## src/rtl/cwf_pkg.sv

```systemverilog
package cwf_pkg;

    localparam int WORD_W = 64;
    localparam int BEATS  = 4;
    localparam int OFF_W  = $clog2(BEATS);

    typedef logic [OFF_W-1:0]             off_t;
    typedef logic [WORD_W-1:0]            word_t;
    typedef logic [BEATS-1:0]             wmask_t;
    typedef logic [BEATS-1:0][WORD_W-1:0] line_t;

    typedef enum logic [1:0] {
        FS_IDLE = 2'd0,
        FS_CRIT = 2'd1,
        FS_BG   = 2'd2
    } fill_state_e;

    typedef struct packed {
        logic valid;
        off_t off;
    } cpu_req_t;

    // Next beat index; BEATS is a power of two, so the width wraps it.
    function automatic off_t wrap_next(input off_t o);
        return o + off_t'(1);
    endfunction

    function automatic wmask_t off_mask(input off_t o);
        return wmask_t'(1) << o;
    endfunction

endpackage

```

## src/rtl/cwf_beat_seq.sv

```systemverilog
module cwf_beat_seq
    import cwf_pkg::*;
(
    input  logic clk,
    input  logic rst,
    input  logic miss_valid,
    input  off_t miss_off,
    input  logic rsp_valid,
    output logic accept,
    output logic busy,
    output logic crit_wait,
    output logic beat_fire,
    output off_t beat_idx,
    output logic first_beat,
    output logic last_beat
);

    fill_state_e state_q;
    off_t        idx_q;
    off_t        cnt_q;

    assign accept     = miss_valid && (state_q == FS_IDLE);
    assign busy       = (state_q != FS_IDLE);
    assign crit_wait  = (state_q == FS_CRIT);
    assign beat_fire  = rsp_valid && busy;
    assign beat_idx   = idx_q;
    assign first_beat = beat_fire && (state_q == FS_CRIT);
    assign last_beat  = beat_fire && (cnt_q == off_t'(BEATS - 1));

    always_ff @(posedge clk) begin
        if (rst) begin
            state_q <= FS_IDLE;
            idx_q   <= '0;
            cnt_q   <= '0;
        end else begin
            unique case (state_q)
                FS_IDLE: begin
                    if (accept) begin
                        state_q <= FS_CRIT;
                        idx_q   <= miss_off;
                        cnt_q   <= '0;
                    end
                end
                FS_CRIT, FS_BG: begin
                    if (beat_fire) begin
                        idx_q   <= wrap_next(idx_q);
                        cnt_q   <= cnt_q + off_t'(1);
                        state_q <= last_beat ? FS_IDLE : FS_BG;
                    end
                end
                default: state_q <= FS_IDLE;
            endcase
        end
    end

endmodule

```

## src/rtl/cwf_line_track.sv

```systemverilog
module cwf_line_track
    import cwf_pkg::*;
(
    input  logic   clk,
    input  logic   rst,
    input  logic   accept,
    input  logic   beat_fire,
    input  off_t   beat_idx,
    input  word_t  beat_data,
    input  logic   last_beat,
    output wmask_t word_valid,
    output logic   line_full,
    output line_t  line_buf
);

    wmask_t wv_q;
    logic   full_q;
    line_t  buf_q;

    for (genvar g = 0; g < BEATS; g++) begin : g_word
        logic this_beat;
        assign this_beat = beat_fire && (beat_idx == off_t'(g));

        always_ff @(posedge clk) begin
            if (rst) begin
                wv_q[g]  <= 1'b0;
                buf_q[g] <= '0;
            end else if (accept) begin
                wv_q[g]  <= 1'b0;
            end else if (this_beat) begin
                wv_q[g]  <= 1'b1;
                buf_q[g] <= beat_data;
            end
        end
    end

    always_ff @(posedge clk) begin
        if (rst) begin
            full_q <= 1'b0;
        end else if (accept) begin
            full_q <= 1'b0;
        end else if (last_beat) begin
            full_q <= 1'b1;
        end
    end

    assign word_valid = wv_q;
    assign line_full  = full_q;
    assign line_buf   = buf_q;

endmodule

```

## src/rtl/cwf_cpu_port.sv

```systemverilog
module cwf_cpu_port
    import cwf_pkg::*;
(
    input  logic   clk,
    input  logic   rst,
    input  logic   busy,
    input  logic   crit_wait,
    input  logic   first_beat,
    input  logic   beat_fire,
    input  off_t   beat_idx,
    input  word_t  beat_data,
    input  wmask_t word_valid,
    input  line_t  line_buf,
    input  logic   rd_valid,
    input  off_t   rd_off,
    output logic   data_valid,
    output word_t  data,
    output logic   restart,
    output logic   stall
);

    cpu_req_t pend_q;
    logic     dv_q;
    word_t    data_q;
    logic     rs_q;

    wmask_t arriving;
    wmask_t avail;
    logic   take;
    logic   hit;
    logic   park;
    logic   serve;
    word_t  hit_word;

    assign arriving = beat_fire ? off_mask(beat_idx) : '0;
    assign avail    = word_valid | arriving;
    assign take     = rd_valid && !pend_q.valid;
    assign hit      = take && avail[rd_off];
    assign park     = take && !avail[rd_off] && busy;
    assign serve    = pend_q.valid && beat_fire && (beat_idx == pend_q.off);
    assign hit_word = word_valid[rd_off] ? line_buf[rd_off] : beat_data;

    always_ff @(posedge clk) begin
        if (rst) begin
            pend_q <= '0;
            dv_q   <= 1'b0;
            data_q <= '0;
            rs_q   <= 1'b0;
        end else begin
            rs_q <= first_beat;
            dv_q <= first_beat || hit || serve;
            if (first_beat || serve) begin
                data_q <= beat_data;
            end else if (hit) begin
                data_q <= hit_word;
            end
            if (serve) begin
                pend_q <= '0;
            end else if (park) begin
                pend_q <= '{valid: 1'b1, off: rd_off};
            end
        end
    end

    assign data_valid = dv_q;
    assign data       = data_q;
    assign restart    = rs_q;
    assign stall      = crit_wait || pend_q.valid;

endmodule

```

## src/rtl/cwf_refill.sv

```systemverilog
module cwf_refill
    import cwf_pkg::*;
(
    input  logic              clk,
    input  logic              rst,
    input  logic              miss_valid,
    input  logic [OFF_W-1:0]  miss_off,
    output logic              mem_req_valid,
    output logic [OFF_W-1:0]  mem_req_off,
    input  logic              mem_rsp_valid,
    input  logic [WORD_W-1:0] mem_rsp_data,
    output logic              arr_wr_en,
    output logic [OFF_W-1:0]  arr_wr_idx,
    output logic [WORD_W-1:0] arr_wr_data,
    output logic [BEATS-1:0]  word_valid,
    output logic              line_valid,
    output logic              fill_busy,
    input  logic              cpu_rd_valid,
    input  logic [OFF_W-1:0]  cpu_rd_off,
    output logic              cpu_data_valid,
    output logic [WORD_W-1:0] cpu_data,
    output logic              cpu_restart,
    output logic              cpu_stall
);

    logic   accept;
    logic   busy;
    logic   crit_wait;
    logic   beat_fire;
    off_t   beat_idx;
    logic   first_beat;
    logic   last_beat;
    wmask_t wv;
    logic   full;
    line_t  line_buf;

    cwf_beat_seq u_seq (
        .clk        (clk),
        .rst        (rst),
        .miss_valid (miss_valid),
        .miss_off   (miss_off),
        .rsp_valid  (mem_rsp_valid),
        .accept     (accept),
        .busy       (busy),
        .crit_wait  (crit_wait),
        .beat_fire  (beat_fire),
        .beat_idx   (beat_idx),
        .first_beat (first_beat),
        .last_beat  (last_beat)
    );

    cwf_line_track u_track (
        .clk        (clk),
        .rst        (rst),
        .accept     (accept),
        .beat_fire  (beat_fire),
        .beat_idx   (beat_idx),
        .beat_data  (mem_rsp_data),
        .last_beat  (last_beat),
        .word_valid (wv),
        .line_full  (full),
        .line_buf   (line_buf)
    );

    cwf_cpu_port u_cpu (
        .clk        (clk),
        .rst        (rst),
        .busy       (busy),
        .crit_wait  (crit_wait),
        .first_beat (first_beat),
        .beat_fire  (beat_fire),
        .beat_idx   (beat_idx),
        .beat_data  (mem_rsp_data),
        .word_valid (wv),
        .line_buf   (line_buf),
        .rd_valid   (cpu_rd_valid),
        .rd_off     (cpu_rd_off),
        .data_valid (cpu_data_valid),
        .data       (cpu_data),
        .restart    (cpu_restart),
        .stall      (cpu_stall)
    );

    assign mem_req_valid = accept;
    assign mem_req_off   = miss_off;
    assign arr_wr_en     = beat_fire;
    assign arr_wr_idx    = beat_idx;
    assign arr_wr_data   = mem_rsp_data;
    assign word_valid    = wv;
    assign line_valid    = full;
    assign fill_busy     = busy;

endmodule

```

## config.mk

```make
export PLATFORM = sky130hd
export DESIGN_NAME = cwf_refill
export DESIGN_NICKNAME = d
export VERILOG_FILES = /design/src/rtl/cwf_pkg.sv /design/src/rtl/cwf_beat_seq.sv /design/src/rtl/cwf_line_track.sv /design/src/rtl/cwf_cpu_port.sv /design/src/rtl/cwf_refill.sv
export SDC_FILE = /design/constraint.sdc
export NUM_CORES = 1
export LEC_CHECK = 0
export ABC_CLOCK_PERIOD_IN_PS = 5080
export BUFFER_PORTS_ARGS = -buffer_cell sky130_fd_sc_hd__buf_2
export CORE_MARGIN = 2
export CORE_UTILIZATION = 25
export DETAILED_ROUTE_END_ITERATION = 8
export GPL_TIMING_DRIVEN = 0
export PLACE_DENSITY_LB_ADDON = 0.2
export REMOVE_ABC_BUFFERS = 1
export SLEW_MARGIN = 0
export SYNTH_ARGS = -nofsm -noshare
export SYNTH_HDL_FRONTEND = slang
export SYNTH_SLANG_ARGS = --single-unit
```

## constraint.sdc

```tcl
create_clock -name clk -period 5.08 [get_ports clk]
set_clock_uncertainty 0.15 [all_clocks]
set_input_delay 0 -clock clk [delete_from_list [all_inputs] [get_ports clk]]
set_output_delay 0 -clock clk [all_outputs]
set_load 0.02 [all_outputs]
```

==> reports/qor.txt, run 1 <==
synth unique cells -> 33
Synth Instances -> 1652
fraction of synthesized area in multiplexers -> 0.143
DRC -> 0
Hold Path Class -> primary input to flop
die width -> 248 um
vias in the first global route -> 11900
PwrDens -> 449 nW/um^2
Detail Route Antenna Nets -> 0
clock slew at reported path FFs -> 0.06 ns
layout overhead on the synthesized area -> 24.9%
Reg-to-Reg Start -> u_seq.state_q[0]
register area share after synthesis -> 0.451
origin of the worst min-delay path -> mem_rsp_data[40]
RSZ-0062 raised after global routing -> false
CTS tree -> built
worst slew pin tran -> 1.04 ns
HPWL after detailed placement -> 26400 um
Pre-antenna DRT Iters -> 5
I/O pins -> 216
Yosys reg bits -> 336
syn avg cell area -> 9.02 sq um
most frequent cells in the layout -> 514 x nand2_1, 336 x dfxtp_1, 264 x a21oi_1, 212 x buf_2, 82 x nor2_1
post-route setup slack -> 1.48 ns
initial antenna violation count -> 0
Cell Area, Synth -> 14900 sq um
Fin Setup TNS -> 0 ns
Sink Count -> 336
share of layout cells above drive strength 1 -> 0.243
largest stage delay on the critical path -> 0.84 ns
fillers -> 6126
GPL Wtd Cong -> 0.718
wire length per cell -> 17.8 um
Final Hold Fails -> 0
CP Launch Type -> flop
clk_lat worst skew -> 0.56 ns
Setup WS pre-CTS -> 1.47 ns
Worst Setup SP -> u_seq.state_q[0]
vias -> 12200
most common cell after layout, fill and taps aside -> nand2_1
post-synthesis simple-gate area fraction -> 0.164
Max-Cap Viols -> 0
most used cell, CP -> nand3b_1
CP Capture Type -> flop
first-pass GRT wire length -> 70600 um
Final Instance Area -> 18600 sq um
Root Driver -> clkbuf_16
fin util -> 0.316
Synth Area in Compound Gates -> 0.158
starting density of the core -> 0.253
crit-path cells -> inv_1 -> ha_1 -> nand3b_1 -> nand3b_1 -> a31o_1 -> nand2_4 -> buf_16 -> a221oi_1
adder-cell share of the synthesized area -> 0.00672
async set-reset flop share out of synthesis -> 0
Pleak -> 7.05 nW
XOR/XNOR share of the synthesized area -> 0.00118
largest net degree at the start of global routing -> 138
postcts setup bufs -> 0
WP data required -> 5.38 ns
Antenna diodes -> 0
synth warn -> 0
H-tree depth -> 2
Final Max Tran Viols -> 0
f_max -> 278 MHz
row count -> 89
Final min period -> 3.60 ns
die area -> 61600 sq um
core area -> 59000 sq um
CTS buffer count -> 42
EDFF count, synth -> 0
CTS Hold Bufs -> 72
CP arrival -> 3.90 ns
vias per inst -> 4.69
GRT Util Overall -> 0.148
slowest stage cell, crit path -> nand3b_1
grt ovf -> 0
drt total wl -> 46400 um
Synth Flop Type -> dfxtp_1
DR iter-0 viols -> 671
Clock Path Buffers -> 3
dpl cell area -> 16500 sq um
Slew HR -> 0.306
worst-path fanout max -> 40
post_cts resized -> 0
largest family of logic cells by synthesized area -> simple AND/OR/NAND/NOR gates
final worst-path cycle share -> 0.709
setup violators final -> 0
status -> completed
Vert. Die Dim -> 248 um
CP Class -> flop to flop
Port Buf Inserts -> 215
Final #Nets -> 1885
Worst VDD drop -> 327 uV
-- kinds of logic (layout without fill, tap and decap cells) --
kind of cell	Yosys count	in the layout
AO/OA/AOI/OAI	339	339
adder cells (fa/ha/maj)	8	8
XOR/XNOR	2	2
flip-flops	336	336
AND/OR/NAND/NOR	626	626
multiplexers	132	132
buffers and inverters	209	394
-- cell usage after synthesis, types with 2 or more instances --
cell type  instances  area (sq um)
buf_4             73           548
xnor2_1            2          17.5
nand2_1          516          1940
and3b_1            3          26.3
clkbuf_1          81           304
ha_1               8           100
buf_1             20          75.1
nand3b_1           5          37.5
a221oi_1           4          35.0
or2_2              2          12.5
a21oi_1          264          1320
inv_1              5          18.8
nor2_1            82           308
buf_6              7          78.8
buf_2             23           115
nor2b_1            6          37.5
dfxtp_1          336          6730
mux4_2            65          1460
a221oi_2          61           916
a31o_2             3          26.3
nand2b_1           5          31.3
mux2i_1           67           671
and2_1             4          25.0
-- path summary, 6_finish.rpt --
| kind | slack [ns] | endpoint | cells past startpoint |
|---|---|---|---|
| worst max-delay path | 1.48 | u_cpu.data[2] | 8 |
| worst min-delay path | 0.13 | u_track.line_buf[168] | 4 |
| worst min register to register | 0.30 | u_track.line_buf[178] | 2 |
| worst max register to register | 1.48 | u_cpu.data[2] | 8 |
-- registers in the layout, summed over array words and instances (netlist names) --
name and cells:
u_track.word_valid 4, u_track.line_full 1, u_seq.state_q 2, u_seq.cnt_q 2
u_cpu.data 64, u_seq.beat_idx 2, u_cpu.restart 1, u_cpu.pend_q 3
u_cpu.data_valid 1, u_track.line_buf 256
-- per-stage QoR --
stage | power (mW) | hold slack (ns) | std cells
after CTS | 8.49 | 0.0844 | 2610
after detailed placement | 5.27 | 0.0895 | 2461
final | 8.37 | 0.125 | 2610
after global routing | 8.80 | 0.120 | 2610
after global placement | 5.15 | 0.0881 | 2436
after floorplan | 4.33 | -0.150 | 1448
-- routing by layer --
metal,global-route usage,vias to the layer above,routed length [um]
met1,0.200,5974,21600
met5,0,-,0
met2,0.243,310,21700
met3,0.0262,58,2170
met4,0.0420,0,873
li1,-,5890,-
-- worst max-delay path, delay by kind of cell, from the launching register on --
kind            cells  cell delay [ns]
simple gates        3             1.54
compound gates      2             0.57
buf+inv             2             0.44
flops               1             0.39
fa+ha+maj           1             0.32
-- power breakdown --
group	switching [mW]	internal, mW
clock	1.21	1.91
sequential	0.163	2.95
combinational	1.34	0.803
-- area by class of cell --
cell class	count	area, sq um	area share
multi-input cells	1107	7090	0.381
inverters	5	18.8	0.00101
flip-flops and latches	336	6730	0.361
repair buffers	312	2380	0.128
clock inverters	9	101	0.00544
clock buffers	68	1340	0.0721
well taps	773	967	0.0519
No activity file was read; power rests on OpenSTA's default activity.
==> inputs of run 2 (changes only) <==
--- a/config.mk
+++ b/config.mk
@@ -5,7 +5,7 @@
 export SDC_FILE = /design/constraint.sdc
 export NUM_CORES = 1
 export LEC_CHECK = 0
-export ABC_CLOCK_PERIOD_IN_PS = 5080
+export ABC_CLOCK_PERIOD_IN_PS = 3100
 export BUFFER_PORTS_ARGS = -buffer_cell sky130_fd_sc_hd__buf_2
 export CORE_MARGIN = 2
 export CORE_UTILIZATION = 25
==> constraint.sdc (replaced) <==
create_clock -name clk -period 3.1 [get_ports clk]
set_clock_uncertainty 0.15 [all_clocks]
set_input_delay 0 -clock clk [delete_from_list [all_inputs] [get_ports clk]]
set_output_delay 0 -clock clk [all_outputs]
set_load 0.02 [all_outputs]
==> reports/qor.txt, run 2 (synthesis gave the netlist of run 1 again) <==
worst-path fanout max -> 39 (-2.5%)
Int Pwr -> 9.33 mW (+65%)
Clock Power Share -> 0.368 (-0.004)
Final Max Tran Viols -> 0 (unchanged)
combinational share of power -> 0.264 (+0.008)
Pre-antenna DRT Iters -> 5 (unchanged)
GRT Util Overall -> 0.152 (+0.00396)
dpl cell area -> 16500 sq um (unchanged)
Max-Cap Viols -> 0 (unchanged)
Reg power frac -> 0.368 (-0.004)
switching fraction of total power -> 0.327 (+0.00263)
Port Buf Inserts -> 215 (unchanged)
Hold Path Class -> primary input to flop
vias per inst -> 4.72 (+0.69%)
Final #Nets -> 1892 (+0.37%)
worst slew pin tran -> 1.12 ns (+0.0841 ns)
Final min period -> 2.94 ns (-0.665 ns)
CP Class -> flop to flop
WP data required -> 3.40 ns (-1.98 ns)
f_max -> 340 MHz (+23%)
final worst-path cycle share -> 0.948 (+0.238)
Pleak -> 7.09 nW (+0.63%)
Final Hold Fails -> 0 (unchanged)
Slew HR -> 0.250 (-0.0555)
most common cell after layout, fill and taps aside -> nand2_1
Root Driver -> clkbuf_16
die width -> 248 um (unchanged)
fin util -> 0.318 (+0.00204)
Vert. Die Dim -> 248 um (unchanged)
CP arrival -> 3.24 ns (-0.66 ns)
CP Capture Type -> flop
most frequent cells in the layout -> 514 x nand2_1, 335 x dfxtp_1, 264 x a21oi_1, 212 x buf_2, 82 x nor2_1
DRC -> 0 (unchanged)
CTS buffer count -> 42 (unchanged)
wire length per cell -> 18.4 um (+3.2%)
reg-to-reg slack, setup -> 0.16 ns (-1.31 ns)
Psw -> 4.53 mW (+67%)
vias -> 12400 (+0.96%)
die area -> 61600 sq um (unchanged)
post-route setup slack -> 0.163 ns (-1.31 ns)
CTS tree -> built
Reg-to-Reg Start -> u_seq.beat_idx[0]
Setup WS pre-CTS -> -0.506 ns (-1.98 ns)
layout overhead on the synthesized area -> 25.7%
Fin Setup TNS -> 0 ns (unchanged)
Detail Route Antenna Nets -> 0 (unchanged)
RSZ-0062 raised after global routing -> false
Sink Count -> 336 (unchanged)
Worst Setup SP -> u_seq.beat_idx[0]
initial antenna violation count -> 0 (unchanged)
clock slew at reported path FFs -> 0.06 ns (about the same)
I/O pins -> 216 (unchanged)
row count -> 89 (unchanged)
CP Launch Type -> flop
drt total wl -> 48000 um (+3.5%)
origin of the worst min-delay path -> cpu_rd_valid
number of flip-flops in the largest register -> 256 (unchanged)
starting density of the core -> 0.253 (unchanged)
PwrDens -> 740 nW/um^2 (+65%)
Antenna diodes -> 0 (unchanged)
DR iter-0 viols -> 713 (+6.3%)
core area -> 59000 sq um (unchanged)
H-tree depth -> 2 (unchanged)
setup violators final -> 0 (unchanged)
status -> completed
Worst VDD drop -> 552 uV (+69%)
first-pass GRT wire length -> 72100 um (+2.1%)
Tot Pwr -> 13.9 mW (+66%)
Clock Path Buffers -> 3 (unchanged)
HPWL after detailed placement -> 26400 um (unchanged)
vias in the first global route -> 12000 (+0.82%)
GPL Wtd Cong -> 0.718 (unchanged)
largest net degree at the start of global routing -> 138 (unchanged)
grt ovf -> 0 (unchanged)
fillers -> 6118 (-0.13%)
Final Instance Area -> 18700 sq um (+0.64%)
clk_lat worst skew -> 0.56 ns (about the same)
share of layout cells above drive strength 1 -> 0.249 (+0.00613)
## run 2: metrics by stage
step,hold WS (ns),std cells
2_1_floorplan,-0.150,1448
6_report,0.116,2617
4_1_cts,0.0766,2616
3_3_place_gp,0.0881,2436
5_1_grt,0.112,2617
3_5_place_dp,0.0895,2461
## run 2: cell type report
type	instances	area, sq um	area share
inverter	5	18.8	0.00100
clock inverter	9	101	0.00541
clock buffer	68	1340	0.0716
tap	773	967	0.0516
sequential	336	6730	0.359
multi-input combinational	1111	7190	0.384
timing repair buffer	315	2400	0.128
## run 2: repair_timing
action / 4_1_cts / 5_1_grt
gates cloned: 3 / 1
resized for setup: 4 / 7
endpoints found under the setup margin: 65 / 65
hold endpoints to repair: 332 / 0
pin swaps: 1 / 1
setup buffers: 4 / 0
hold buffers: 71 / 0
## run 2: power groups by stage
stage / registers (mW) / logic [mW] / clock network [mW]
2_1_floorplan: 5.40 / 1.69 / 0
3_3_place_gp: 5.19 / 3.25 / 0
3_5_place_dp: 5.19 / 3.45 / 0
4_1_cts: 5.10 / 3.64 / 5.27
5_1_grt: 5.16 / 3.99 / 5.43
6_report: 5.10 / 3.67 / 5.10
## run 2: worst paths after layout
kind                                               to  depth (start not counted)
worst max-delay path                    u_cpu.data[2]                          9
worst min-delay path                 u_cpu.data_valid                          4
worst max register to register          u_cpu.data[2]                          9
worst min register to register  u_track.line_buf[178]                          2
## run 2: critical path: stages (launching register included)
cell	delay (ns)
dfxtp_2	0.39
inv_1	0.10
ha_2	0.26
and3b_4	0.24
buf_16	0.19
or3_1	0.37
a31o_4	0.32
a21o_4	0.25
buf_4	0.22
a221oi_1	0.29
## run 2: metal layers
layer  share of wire  routed length, um  GRT usage  vias up
met5               0                  0          0        -
met4           0.017                796     0.0425        0
met3           0.053               2550     0.0256       51
met2            0.47              22500      0.250      314
met1            0.46              22200      0.206     6061
li1                -                  -          -     5924
